===== src/rtl/vseq_pkg.sv =====
package vseq_pkg;

    localparam int IDX_W    = 5;
    localparam int LEN_W    = 3;
    localparam int STR_W    = 2;
    localparam int SP_LOW   = 3;
    localparam int DP_LOW   = 2;
    localparam int NUM_OPS  = 3;

    typedef logic [IDX_W-1:0] idx_t;
    typedef logic [LEN_W-1:0] len_t;
    typedef logic [STR_W-1:0] str_t;

    typedef enum logic [1:0] {
        MODE_SCALAR = 2'd0,
        MODE_MIXED  = 2'd1,
        MODE_VECTOR = 2'd2
    } mode_e;

    typedef struct packed {
        idx_t  dst;
        idx_t  s1;
        idx_t  s2;
        logic  dp;
        logic  one_src;
        logic  force_scalar;
        len_t  vec_len;
        str_t  stride;
    } req_t;

    typedef struct packed {
        idx_t  mask;
        idx_t  low;
        idx_t  step_d;
        idx_t  step_m;
        mode_e mode;
        logic  one_src;
    } cfg_t;

    typedef struct packed {
        cfg_t  cfg;
        idx_t  dst;
        idx_t  s1;
        idx_t  s2;
        len_t  last_n;
    } plan_t;

    function automatic idx_t low_bits(input logic dp);
        return dp ? idx_t'((1 << DP_LOW) - 1) : idx_t'((1 << SP_LOW) - 1);
    endfunction

    function automatic idx_t bank_bits(input logic dp);
        idx_t full_sp;
        idx_t full_dp;
        full_sp = idx_t'((1 << IDX_W) - 1);
        full_dp = idx_t'((1 << (IDX_W - 1)) - 1);
        return dp ? (full_dp ^ low_bits(1'b1)) : (full_sp ^ low_bits(1'b0));
    endfunction

    function automatic idx_t dest_step(input logic dp, input str_t stride);
        if (dp)
            return idx_t'(stride >> 1) + idx_t'(1);
        else
            return idx_t'(stride) + idx_t'(1);
    endfunction

    function automatic idx_t wrap_add(input idx_t idx, input idx_t step,
                                      input idx_t mask, input idx_t low);
        return ((idx + step) & low) | (idx & mask);
    endfunction

    function automatic idx_t fit_idx(input logic dp, input idx_t idx);
        return dp ? {1'b0, idx[IDX_W-2:0]} : idx;
    endfunction

endpackage


===== src/rtl/vseq_decode.sv =====
module vseq_decode
    import vseq_pkg::*;
(
    input  req_t  req,
    output plan_t plan
);

    idx_t  mask;
    idx_t  dst_c;
    idx_t  s1_c;
    idx_t  s2_c;
    logic  dst_low_bank;
    logic  s2_low_bank;
    idx_t  step_d;

    always_comb begin
        mask         = bank_bits(req.dp);
        dst_c        = fit_idx(req.dp, req.dst);
        s1_c         = fit_idx(req.dp, req.s1);
        s2_c         = fit_idx(req.dp, req.s2);
        dst_low_bank = ((dst_c & mask) == '0);
        s2_low_bank  = ((s2_c & mask) == '0);
        step_d       = dest_step(req.dp, req.stride);

        plan.dst         = dst_c;
        plan.s1          = s1_c;
        plan.s2          = s2_c;
        plan.cfg.mask    = mask;
        plan.cfg.low     = low_bits(req.dp);
        plan.cfg.one_src = req.one_src;
        plan.cfg.step_d  = step_d;

        if (req.force_scalar || dst_low_bank) begin
            plan.cfg.mode   = MODE_SCALAR;
            plan.cfg.step_m = '0;
            plan.last_n     = '0;
        end else if (s2_low_bank) begin
            plan.cfg.mode   = MODE_MIXED;
            plan.cfg.step_m = '0;
            plan.last_n     = req.vec_len;
        end else begin
            plan.cfg.mode   = MODE_VECTOR;
            plan.cfg.step_m = step_d;
            plan.last_n     = req.vec_len;
        end
    end

endmodule


===== src/rtl/vseq_idx_reg.sv =====
module vseq_idx_reg
    import vseq_pkg::*;
(
    input  logic clk,
    input  logic rst,
    input  logic load,
    input  idx_t load_val,
    input  logic adv,
    input  idx_t step,
    input  idx_t mask,
    input  idx_t low,
    output idx_t q
);

    always_ff @(posedge clk) begin
        if (rst)
            q <= '0;
        else if (load)
            q <= load_val;
        else if (adv)
            q <= wrap_add(q, step, mask, low);
    end

    // bank bits survive every advance
    a_r7_bank_held: assert property (@(posedge clk) disable iff (rst)
        adv && !load |=> ((q & mask) == ($past(q) & mask)));

    // a zero step keeps the index in place
    a_r8_zero_step_holds: assert property (@(posedge clk) disable iff (rst)
        adv && !load && (step == '0) |=> $stable(q));

endmodule


===== src/rtl/vseq_ctrl.sv =====
module vseq_ctrl
    import vseq_pkg::*;
(
    input  logic clk,
    input  logic rst,
    input  logic start,
    input  len_t last_n,
    input  logic out_ready,
    output logic accept,
    output logic busy,
    output logic first,
    output logic adv,
    output logic done
);

    len_t remain;
    logic fire;
    logic at_last;

    always_comb begin
        accept  = start && !busy;
        fire    = busy && out_ready;
        at_last = (remain == '0);
        done    = fire && at_last;
        adv     = fire && !at_last;
    end

    always_ff @(posedge clk) begin
        if (rst) begin
            busy   <= 1'b0;
            remain <= '0;
            first  <= 1'b0;
        end else if (accept) begin
            busy   <= 1'b1;
            remain <= last_n;
            first  <= 1'b1;
        end else if (fire) begin
            if (at_last) begin
                busy  <= 1'b0;
                first <= 1'b0;
            end else begin
                remain <= remain - len_t'(1);
                first  <= 1'b0;
            end
        end
    end

    // completion leaves the unit idle on the next cycle
    a_r12_idle_after_done: assert property (@(posedge clk) disable iff (rst)
        done |=> !busy);

    // a stalled element does not move on
    a_r11_stall_holds: assert property (@(posedge clk) disable iff (rst)
        busy && !out_ready |=> busy && $stable(remain) && $stable(first));

    // a start during an operation does not reload the count
    a_r13_start_ignored: assert property (@(posedge clk) disable iff (rst)
        busy && start && !out_ready |=> $stable(remain));

    // done only ever accompanies an accepted element
    a_r12_done_on_fire: assert property (@(posedge clk) disable iff (rst)
        done |-> busy && out_ready);

endmodule


===== src/rtl/vreg_seq.sv =====
module vreg_seq
    import vseq_pkg::*;
(
    input  logic       clk,
    input  logic       rst,
    input  logic       start,
    input  logic [4:0] start_dst,
    input  logic [4:0] start_src1,
    input  logic [4:0] start_src2,
    input  logic       dbl,
    input  logic       one_src,
    input  logic       force_scalar,
    input  logic [2:0] vec_len,
    input  logic [1:0] stride,
    input  logic       out_ready,
    output logic       out_valid,
    output logic [4:0] out_dst,
    output logic [4:0] out_src1,
    output logic [4:0] out_src2,
    output logic       out_rd_src1,
    output logic       out_rd_src2,
    output logic [1:0] out_mode,
    output logic       done,
    output logic       busy
);

    req_t  req;
    plan_t plan;
    cfg_t  cfg_q;
    logic  accept;
    logic  first;
    logic  adv;
    idx_t  ld_val [NUM_OPS];
    idx_t  steps  [NUM_OPS];
    idx_t  cur    [NUM_OPS];

    always_comb begin
        req.dst          = start_dst;
        req.s1           = start_src1;
        req.s2           = start_src2;
        req.dp           = dbl;
        req.one_src      = one_src;
        req.force_scalar = force_scalar;
        req.vec_len      = vec_len;
        req.stride       = stride;
    end

    vseq_decode u_decode (
        .req  (req),
        .plan (plan)
    );

    vseq_ctrl u_ctrl (
        .clk       (clk),
        .rst       (rst),
        .start     (start),
        .last_n    (plan.last_n),
        .out_ready (out_ready),
        .accept    (accept),
        .busy      (busy),
        .first     (first),
        .adv       (adv),
        .done      (done)
    );

    always_ff @(posedge clk) begin
        if (rst)
            cfg_q <= '0;
        else if (accept)
            cfg_q <= plan.cfg;
    end

    assign ld_val = '{plan.dst, plan.s1, plan.s2};
    assign steps  = '{cfg_q.step_d, cfg_q.step_d, cfg_q.step_m};

    generate
        for (genvar g = 0; g < NUM_OPS; g++) begin : g_op
            vseq_idx_reg u_reg (
                .clk      (clk),
                .rst      (rst),
                .load     (accept),
                .load_val (ld_val[g]),
                .adv      (adv),
                .step     (steps[g]),
                .mask     (cfg_q.mask),
                .low      (cfg_q.low),
                .q        (cur[g])
            );
        end
    endgenerate

    always_comb begin
        out_valid   = busy;
        out_dst     = cur[0];
        out_src1    = cur[1];
        out_src2    = cur[2];
        out_mode    = cfg_q.mode;
        out_rd_src1 = busy && !cfg_q.one_src;
        out_rd_src2 = busy && (first || (cfg_q.mode == MODE_VECTOR));
    end

    // a scalar operation completes on its only element
    a_r3_scalar_one_element: assert property (@(posedge clk) disable iff (rst)
        out_valid && out_ready && (out_mode == MODE_SCALAR) |-> done);

    // single-source ops never request source 1
    a_r10_no_src1_read: assert property (@(posedge clk) disable iff (rst)
        out_valid && cfg_q.one_src |-> !out_rd_src1);

    // in mixed mode source 2 stays put across an accepted element
    a_r8_mixed_src2_fixed: assert property (@(posedge clk) disable iff (rst)
        out_valid && out_ready && !done && (out_mode == MODE_MIXED) |=> $stable(out_src2));

    // a stalled element is held on the outputs
    a_r11_outputs_held: assert property (@(posedge clk) disable iff (rst)
        out_valid && !out_ready |=> out_valid && $stable(out_dst) && $stable(out_src1)
                                    && $stable(out_src2) && $stable(out_mode));

endmodule


===== config.mk =====
export PLATFORM = sky130hd
export DESIGN_NAME = vreg_seq
export DESIGN_NICKNAME = d
export VERILOG_FILES = /design/src/rtl/vseq_pkg.sv /design/src/rtl/vseq_decode.sv /design/src/rtl/vseq_idx_reg.sv /design/src/rtl/vseq_ctrl.sv /design/src/rtl/vreg_seq.sv
export SDC_FILE = /design/constraint.sdc
export NUM_CORES = 1
export LEC_CHECK = 0
export ABC_AREA = 1
export BUFFER_PORTS_ARGS = -buffer_cell sky130_fd_sc_hd__buf_2
export CAP_MARGIN = 0
export CORE_MARGIN = 2
export CORE_UTILIZATION = 55
export CTS_BUF_LIST = sky130_fd_sc_hd__clkbuf_8
export DETAILED_ROUTE_END_ITERATION = 8
export PLACE_DENSITY = 0.78
export SKIP_LAST_GASP = 1
export SYNTH_ARGS = -nofsm -noshare
export SYNTH_HDL_FRONTEND = slang
export SYNTH_HIERARCHICAL = 1
export SYNTH_SLANG_ARGS = --single-unit

===== constraint.sdc =====
create_clock -name clk -period 2.6 [get_ports clk]
set_input_delay 0.13 -clock clk [delete_from_list [all_inputs] [get_ports clk]]
set_output_delay 0.13 -clock clk [all_outputs]
set_load 0.01 [all_outputs]

==> impl_metrics.toml, run 1 <==
[outcome]
status = "finished clean"

[synthesis]
ys_seq_elements = 43
syn-cell-area_um2 = 2970
synth_ff_type = "dfxtp_1"
syn_area_per_cell_um2 = 6.70
synthCells = 443
ys_warn_count = 6
async_flop_share_pct = 0
seq_area_frac_synth_pct = 29.0
synth_edf_count = 0
yosys.cell_types.count = 35

[power]
leakagePower_nw = 1.65
vdd_drop_max_v = 0.000415
power_density_nw_per_um2 = 548

[worst_setup_path]
timing.rr.start = "g_op[0].u_reg/q[0]"
timing.rr.end = "g_op[0].u_reg/q[4]"
crit_path_end_kind = "flop"
arrival_ns = 1.98
cp_cell_sequence = "ha_1, inv_1, fa_1, inv_1, nand2_2, nand2_2, nand2_1, nand2_1, nand3_1, nand2_1, nand2_1, a21oi_2"
crit_required_ns = 2.83
path_class = "reg -> reg"
worst-r2r-setup-slack_ns = 0.85
cp_slowest_cell = "dfxtp_1"
path_max_fanout = 4
crit_top_cell = "nand2_1"
cp-start-kind = "flop"
reg2regPathDepth = 12
max_stage_delay_ns = 0.42

[grt]
grt_max_degree = 46
grt_pass1_vias = 2613
overflow = 0
grt_pass1_wl_um = 12000
grt_antenna_before_repair = 0
track_usage_pct = 24.4

[routing]
route.detailed.wl_per_inst_um = 12.3
drt_first_iter_violations = 163
drc = 0
via_count = 2706
dr.pass1.iters = 4
routed_wl_um = 6670
viasPerCell = 4.98
final_antenna_net_count = 0

[hold_path]
hold_class = "in -> reg"
min_to = "cfg_q[0]"
worstHoldPathCells = 3
holdCritStartpoint = "one_src"

[cts]
numCtsBuffers = 5
h-tree-depth = 2
clk_root_buffer_cell = "clkbuf_8"
clkSinkCount = 43
clk_pin_slew_worst_paths_ns = 0.08
cts_buffer_depth = 2
cts_tree = "done"
clock_latency_ns = 0.29
cts_resized = 0
cts_hold_buf = 0
cts_setup_buffers = 0

[timing]
final_hold_viol_count = 0
setup_viol = 0
worst_pin_slew_ns = 0.598
finalCritPeriodShare_pct = 67.3
finClkSkew_ns = 0.00374
max_slew_margin_pct = 60.1
maxSlewViolCount = 0
finalSetupTns_ns = 0
max_freq_ghz = 0.571
min_period_ns = 1.75
hold_ws_ns = 0.0650
rsz0062_at_grt = "no"

[floorplanning]
start_util_pct = 57.4
die_area_um2 = 6000
die_w_um = 77.4
row_count = 26
core_um2 = 5170
num_io_pins = 49
die-height_um = 77.4

[placement]
gp_congestion = 0.860
dpl-instance-area_um2 = 3060
hpwl_um = 4910
numPortBuffers = 48

[final_layout]
final_nets = 517
diodes = 0
final_area_um2 = 3180
drive_above_1_share_pct = 20.5
area_growth_pct = 7.13

[flow_run]
drv_cap = 0
==> cells by family (layout without fill, tap and decap cells) <==
group                    after synthesis  in the layout  synth area share (%)
AO/OA/AOI/OAI                         64             64                  13.3
AND/OR/NAND/NOR                      217            217                  31.7
flip-flops                            43             43                  29.0
adder cells (fa/ha/maj)               18             18                  8.35
buffers and inverters                 99            120                  17.3
other                                  2             11                 0.253
==> sequential cells by signal (all words and copies together) (netlist names) <==
register and count:
cfg_q 21, u_ctrl/remain 3, out_mode 2, g_op.u_reg/q 15, u_ctrl/first 1, u_ctrl/busy 1
==> cells in the mapped netlist, types with 8 or more instances <==
library cell,n,area (um2)
o21ai_0,23,115
inv_2,8,30.0
o21ai_1,8,40.0
inv_1,53,199
ha_1,15,188
nand2_2,10,62.6
a21oi_1,13,65.1
nand2_1,84,315
dfxtp_1,43,861
nand3_1,23,115
buf_4,31,233
nor2_1,82,308
==> final cells by class <==
class | count | area, um2
Tap cell | 70 | 87.6
Clock inverter | 2 | 35.0
Fill cell | 506 | 1990
Timing Repair Buffer | 48 | 240
Multi-Input combinational cell | 310 | 1630
Inverter | 64 | 246
Sequential cell | 43 | 861
Clock buffer | 6 | 82.6
==> worst max path at each step <==
stage	cells past startpoint	startpoint	slack [ns]	end
floorplan	12	g_op[0].u_reg/q[0]	1.03	g_op[0].u_reg/q[4]
global placement	11	g_op[0].u_reg/q[0]	0.95	g_op[0].u_reg/q[4]
detailed placement	9	u_ctrl/remain[0]	0.89	g_op[1].u_reg/q[3]
CTS	9	u_ctrl/remain[0]	0.86	g_op[2].u_reg/q[3]
global route	8	u_ctrl/busy	0.62	g_op[1].u_reg/q[3]
finish	12	g_op[0].u_reg/q[0]	0.85	g_op[0].u_reg/q[4]
==> worst max-delay path: cells and delay by family (launching register included) <==
family | cells | cell delay [ns]
adders and majority gates | 2 | 0.58
DFF | 1 | 0.42
and+or+nand+nor | 7 | 0.42
buffers and inverters | 2 | 0.15
AOI/OAI and AO/OA | 1 | 0.10
==> report_power, final <==
part           switching, mW  total [mW]  internal (mW)
clock                  0.237       0.549          0.311
sequential            0.0574       0.772          0.715
combinational          0.259       0.420          0.161
==> through the flow <==
stage	power, mW	utilization (%)	cells	setup WS, ns
4_1_cts	1.75	61.4	543	0.864
3_5_place_dp	1.20	59.2	535	0.888
6_report	1.74	61.4	543	0.850
2_1_floorplan	1.12	-	452	1.03
3_3_place_gp	1.19	59.2	535	0.949
5_1_grt	1.85	61.4	543	0.623
==> metal layers <==
layer  track usage, %  vias to the layer above  share of wire (%)
li1                 -                     1408                  -
met3             4.07                        7                5.7
met5                0                        -                  0
met1             29.7                     1211                 43
met4             6.07                        0                1.3
met2             44.5                       80                 50
==> cell usage in the layout (no fill, tap or decap), drive strengths merged <==
cell     n
clkbuf   6
conb    11
nor2    87
buf     48
clkinv   2
fa       3
a31o     1
a31oi    5
nand2   96
bufinv   1
o21ai   32
a22o     3
nand3   25
nand4    1
dfxtp   43
a41oi    2
o211ai   2
ha      15
or2      8
a21oi   19
inv     63
Power figures use the tool's default switching activity.
==> run 2, diff against run 1 <==
--- a/config.mk
+++ b/config.mk
@@ -5,14 +5,14 @@
 export SDC_FILE = /design/constraint.sdc
 export NUM_CORES = 1
 export LEC_CHECK = 0
-export ABC_AREA = 1
+export ABC_AREA = 0
 export BUFFER_PORTS_ARGS = -buffer_cell sky130_fd_sc_hd__buf_2
 export CAP_MARGIN = 0
 export CORE_MARGIN = 2
 export CORE_UTILIZATION = 55
 export CTS_BUF_LIST = sky130_fd_sc_hd__clkbuf_8
 export DETAILED_ROUTE_END_ITERATION = 8
-export PLACE_DENSITY = 0.78
+export PLACE_DENSITY = 0.79
 export SKIP_LAST_GASP = 1
 export SYNTH_ARGS = -nofsm -noshare
 export SYNTH_HDL_FRONTEND = slang
==> constraint.sdc (replaced) <==
create_clock -name clk -period 1.7 [get_ports clk]
set_input_delay 0.085 -clock clk [delete_from_list [all_inputs] [get_ports clk]]
set_output_delay 0.085 -clock clk [all_outputs]
set_load 0.01 [all_outputs]
==> run 2 against run 1 <==
  * Clock skew increased by 0.0027 ns
  * Sequential share of layout area grew 0.68 points
  * Register-to-register slack got worse by 0.84 ns
  * Total power up 37%
  * Wire length shrank 11%
  * Area after synthesis shrank 6.7%
==> impl_metrics.toml, run 2 <==
[worst_setup_path]
path_max_fanout = 7
arrival_ns = 1.86
path_class = "reg -> reg"
cp_slowest_cell = "dfxtp_2"
crit_required_ns = 1.87
max_stage_delay_ns = 0.35
cp_cell_sequence = "inv_1, ha_1, nand2b_1, and3_4, inv_1, o21ai_1, a21oi_1, a21oi_1, nor2_1"
crit_path_end_kind = "flop"
cp-start-kind = "flop"

[grt]
track_usage_pct = 21.1
grt_max_degree = 37
grt_pass1_vias = 1949
grt_pass1_wl_um = 9140
grt_antenna_before_repair = 0
overflow = 0

[timing]
setup_viol = 0
min_period_ns = 1.69
hold_ws_ns = 0.0167
finalCritPeriodShare_pct = 99.6
max_freq_ghz = 0.591
rsz0062_at_grt = "yes"
finClkSkew_ns = 0.00645
worst_slack_ns = 0.00762
maxSlewViolCount = 0
final_hold_viol_count = 0

[cts]
cts_hold_buf = 0
cts_buffer_depth = 2
clock_latency_ns = 0.29
h-tree-depth = 2
clkSinkCount = 43
clk_pin_slew_worst_paths_ns = 0.08
clk_root_buffer_cell = "clkbuf_8"
cts_tree = "done"
numCtsBuffers = 5

[synthesis]
syn-cell-area_um2 = 2770
synth_ff_type = "dfxtp_1"
seq_area_frac_synth_pct = 31.1
synthMuxAreaShare_pct = 9.09
synth_edf_count = 0
synth_top_family_by_area = "simple AND/OR/NAND/NOR gates"
yosys.cell_types.count = 48
synthAdderAreaFrac_pct = 8.95
synthTopCellsByCount = "43 x dfxtp_1, 42 x nor2_1, 32 x buf_4"
ys_seq_elements = 43
synth-compound-area-share_pct = 16.0
yosys.area_share.simple_pct = 18.1
synth_xor_area_share_pct = 1.90
syn_area_per_cell_um2 = 8.73
synthTopCellsByArea = "dfxtp_1 31%, mux2i_1 8.7%, buf_4 8.7%"
async_flop_share_pct = 0
ys_warn_count = 6
synth_top_area_share_pct = 31.1
synthCells = 317
yosys.area.top_type = "dfxtp_1"
yosysMostFrequentCell = "dfxtp_1"

[final_layout]
final_area_um2 = 3130
diodes = 0
largest_register_ffs = 21
drive_above_1_share_pct = 27.5
top_register = "cfg_q"
final_util_pct = 65.3
final_nets = 400
biggestRegsByFlops = "cfg_q x21, g_op.u_reg/q x15, u_ctrl/remain x3"
final_common_cell = "buf_2"
fill_cells = 394
layout_common_cells = "48 x buf_2, 42 x nor2_1, 37 x dfxtp_1"
area_growth_pct = 13.0

[power]
p_switching_mw = 0.693
pwr-share-clk_pct = 29.9
power.total_mw = 2.38
power_frac_comb_pct = 22.1
p_int_mw = 1.69
power_switching_share_pct = 29.1
power_density_nw_per_um2 = 762
leakagePower_nw = 1.41
vdd_drop_max_v = 0.000561
p_seq_share_pct = 48.0

[floorplanning]
row_count = 25
core_um2 = 4790
die_area_um2 = 5620
die_w_um = 74.9
die-height_um = 74.9
start_util_pct = 57.8
num_io_pins = 49

[routing]
drc = 0
route.detailed.wl_per_inst_um = 14.0
drt_first_iter_violations = 146
dr.pass1.iters = 4
routed_wl_um = 5930
final_antenna_net_count = 0
via_count = 2241
viasPerCell = 5.30

[hold_path]
hold_class = "in -> reg"

[placement]
place_ws_ns = -0.0326
dpl-instance-area_um2 = 2930
gp_congestion = 0.844
numPortBuffers = 48
hpwl_um = 4250

[outcome]
status = "finished clean"

[flow_run]
drv_cap = 0
==> run 2: per-stage QoR <==
stage                     TNS [ns]  cells
after floorplan                  0    326
after global placement           0    414
after detailed placement   -0.0526    414
after CTS                        0    422
after global routing        -0.331    423
final                            0    423
==> run 2: kinds of logic after synthesis <==
kind of cell | count (synthesis)
xor gates and xnor gates | 6
other | 2
AOI/OAI and AO/OA | 69
buffers and inverters | 63
adders and majority gates | 18
muxes | 25
and+or+nand+nor | 91
DFF | 43
==> run 2: what timing repair did <==
action / CTS / global route
setup endpoints to repair: 6 / 12
gates cloned: 0 / 0
pin swaps: 0 / 1
gates resized for setup: 7 / 18
buffers inserted: 0 / 1
==> run 2: final cells by class <==
type	count	area, um2	share of cell area [%]
Multi-Input combinational cell	220	1620	51.9
Clock buffer	7	96.3	3.08
Sequential cell	43	868	27.8
Tap cell	67	83.8	2.68
Timing Repair Buffer	61	363	11.6
Clock inverter	1	3.75	0.120
Inverter	24	90.1	2.88
==> run 2: final timing paths <==
path | slack (ns) | start | end | depth (start not counted)
worst max register to register | 0.008 | u_ctrl/remain[0] | g_op[1].u_reg/q[2] | 9
worst min register to register | 0.50 | u_ctrl/first | u_ctrl/first | 2
worst max-delay path | 0.008 | u_ctrl/remain[0] | g_op[1].u_reg/q[2] | 9
worst min-delay path | 0.02 | start_src1[1] | g_op[1].u_reg/q[1] | 3
==> run 2: metal layers <==
| layer | part of all wire, % | routed length, um | vias up | GRT usage, % |
|---|---|---|---|---|
| li1 | - | - | 1123 | - |
| met1 | 45 | 2690 | 1046 | 29.5 |
| met2 | 48 | 2850 | 62 | 33.5 |
| met3 | 5.0 | 296 | 10 | 3.08 |
| met4 | 1.6 | 94 | 0 | 7.14 |
| met5 | 0 | 0 | - | 0 |
==> run 2: power groups by stage <==
stage               combinational, mW  sequential (mW)  clock, mW
CTS                             0.507             1.14      0.715
floorplan                       0.385             1.16          0
global route                    0.583             1.15      0.768
global placement                0.487             1.16          0
detailed placement              0.499             1.16          0
finish                          0.527             1.14      0.711
==> run 2: critical path, delay by kind of cell, from the launching register on <==
kind / cells / cell delay (ns)
DFF: 1 / 0.35
and+or+nand+nor: 3 / 0.39
adders and majority gates: 1 / 0.22
buffers and inverters: 2 / 0.19
AOI/OAI and AO/OA: 3 / 0.41
==> run 3, diff against run 2 <==
--- a/config.mk
+++ b/config.mk
@@ -5,14 +5,14 @@
 export SDC_FILE = /design/constraint.sdc
 export NUM_CORES = 1
 export LEC_CHECK = 0
-export ABC_AREA = 0
+export ABC_AREA = 1
 export BUFFER_PORTS_ARGS = -buffer_cell sky130_fd_sc_hd__buf_2
 export CAP_MARGIN = 0
 export CORE_MARGIN = 2
 export CORE_UTILIZATION = 55
 export CTS_BUF_LIST = sky130_fd_sc_hd__clkbuf_8
 export DETAILED_ROUTE_END_ITERATION = 8
-export PLACE_DENSITY = 0.79
+export PLACE_DENSITY = 0.86
 export SKIP_LAST_GASP = 1
 export SYNTH_ARGS = -nofsm -noshare
 export SYNTH_HDL_FRONTEND = slang
==> run 3 against run 2 <==
  * First-iteration DRC count grew 10%
  * Combinational power increased by 28%
  * Design area is 3.5% higher
  * Worst setup slack improved by 0.12 ns
  * Clock skew increased by 0.0011 ns
  * Largest cell class unchanged
  * Largest power group unchanged
==> impl_metrics.toml, run 3 (synthesis gave the netlist of run 1 again) <==
[power]
power_density_nw_per_um2 = 788
vdd_drop_max_v = 0.000588
pwr-share-clk_pct = 27.1
p_seq_share_pct = 46.4
power_frac_comb_pct = 26.5
leakagePower_nw = 1.66
p_switching_mw = 0.875
power_switching_share_pct = 34.3
p_int_mw = 1.68

[timing]
maxSlewViolCount = 0
finalCritPeriodShare_pct = 92.5
hold_ws_ns = 0.00119
final_hold_viol_count = 0
finClkSkew_ns = 0.00755
min_period_ns = 1.57
max_freq_ghz = 0.636
setup_viol = 0

[routing]
final_antenna_net_count = 0
via_count = 2788
drc = 0
viasPerCell = 5.09
routed_wl_um = 7060
drt_first_iter_violations = 161
dr.pass1.iters = 5
route.detailed.wl_per_inst_um = 12.9

[final_layout]
multiInputGateArea_um2 = 1660
fill_cells = 505
final_util_pct = 62.6
layout_common_cells = "84 x nand2_1, 82 x nor2_1, 52 x inv_1"
area_growth_pct = 9.11
diodes = 0
final_nets = 523
largest_register_ffs = 21
final_common_cell = "nand2_1"
biggestRegsByFlops = "cfg_q x21, g_op.u_reg/q x15, u_ctrl/remain x3"
drive_above_1_share_pct = 23.6
top_register = "cfg_q"
area.sequential_um2 = 871

[worst_setup_path]
critical-path-top-delay-family = "adder cells"
timing.rr.start = "cfg_q[8]"
timing.rr.end = "g_op[0].u_reg/q[4]"
cp_slowest_cell = "dfxtp_2"
reg2regPathDepth = 12
crit_required_ns = 1.95
crit_path_end_kind = "flop"
max_stage_delay_ns = 0.37
path_class = "reg -> reg"
worst-r2r-setup-slack_ns = 0.13
arrival_ns = 1.83
path_depth = 12
path_max_fanout = 3
cp-start-kind = "flop"
crit_top_cell = "nand2_1"
crit_path_start = "cfg_q[8]"
crit_buf_inv = 2
cp-endpoint = "g_op[0].u_reg/q[4]"
cp_cell_sequence = "ha_1, inv_1, fa_2, inv_2, nand2_2, nand2_2, nand2_1, nand2_1, nand3_1, nand2_1, nand2_1, a21oi_2"

[grt]
grt_max_degree = 36
grt_antenna_before_repair = 0
overflow = 0
grt_pass1_wl_um = 11600
grt_pass1_vias = 2662
track_usage_pct = 24.2

[hold_path]
hold_class = "in -> reg"

[placement]
numPortBuffers = 48
gp_congestion = 0.882
hpwl_um = 5170

[cts]
cts_buffer_depth = 2
clock_latency_ns = 0.31
h-tree-depth = 2
clk_root_buffer_cell = "clkbuf_8"
cts_hold_buf = 0
numCtsBuffers = 5
cts_tree = "done"
clkSinkCount = 43
clk_pin_slew_worst_paths_ns = 0.09

[floorplanning]
die_area_um2 = 6000
row_count = 26
die-height_um = 77.4
num_io_pins = 49
die_w_um = 77.4
core_um2 = 5170
start_util_pct = 57.4

[outcome]
status = "finished clean"

[flow_run]
drv_cap = 0
-- run 3: worst reg2reg max path, cell delays in order, from the launching register on --
cell and delay [ns]:
dfxtp_2 0.37, ha_1 0.17, inv_1 0.06, fa_2 0.34
inv_2 0.07, nand2_2 0.06, nand2_2 0.07, nand2_1 0.05
nand2_1 0.05, nand3_1 0.06, nand2_1 0.06, nand2_1 0.06
a21oi_2 0.10
-- run 3: per-stage QoR --
step	TNS, ns	setup slack (ns)	std cells	instance area [um2]	total power [mW]
after floorplan	0	0.129	452	3000	1.71
after global placement	0	0.150	541	3110	1.83
after detailed placement	0	0.0191	541	3110	1.86
after CTS	0	0.00442	548	3190	2.54
after global routing	-0.00117	-0.00117	548	3240	2.70
final	0	0.127	548	3240	2.55
-- run 3: area by class of cell --
| cell class | count | share of cell area [%] |
|---|---|---|
| timing repair buffer | 54 | 8.93 |
| multi-input combinational | 310 | 51.1 |
| tap | 70 | 2.71 |
| clock inverter | 1 | 0.155 |
| clock buffer | 6 | 2.55 |
| inverter | 64 | 7.61 |
| sequential | 43 | 26.9 |
-- run 3: worst min-delay path by stage --
stage / startpoint / to / slack, ns / cells after the start
CTS: one_src / cfg_q[0] / 0.001 / 3
global placement: one_src / cfg_q[0] / 0.31 / 3
floorplan: rst / g_op[0].u_reg/q[4] / 0.15 / 1
finish: one_src / cfg_q[0] / 0.001 / 3
global route: one_src / cfg_q[0] / 0.03 / 3
detailed placement: one_src / cfg_q[0] / 0.32 / 3
-- run 3: routing by layer --
layer / up-vias / track usage (%) / routed length (um)
met5: - / 0 / 0
met1: 1278 / 27.0 / 2950
li1: 1418 / - / -
met2: 85 / 43.9 / 3600
met4: 0 / 10.5 / 89
met3: 7 / 5.35 / 424
-- run 3: power groups by stage --
stage | sequential (mW) | clock, mW | combinational (mW)
after floorplan | 1.19 | 0 | 0.518
after global placement | 1.19 | 0 | 0.636
after detailed placement | 1.20 | 0 | 0.662
after CTS | 1.18 | 0.693 | 0.670
after global routing | 1.20 | 0.736 | 0.768
final | 1.18 | 0.691 | 0.677
-- run 3: repair_timing --
action | in CTS | in global routing
setup endpoints to repair | 0 | 4
endpoints found under the hold margin | 0 | 0
buffers inserted | 0 | 0
resized for setup | 0 | 15
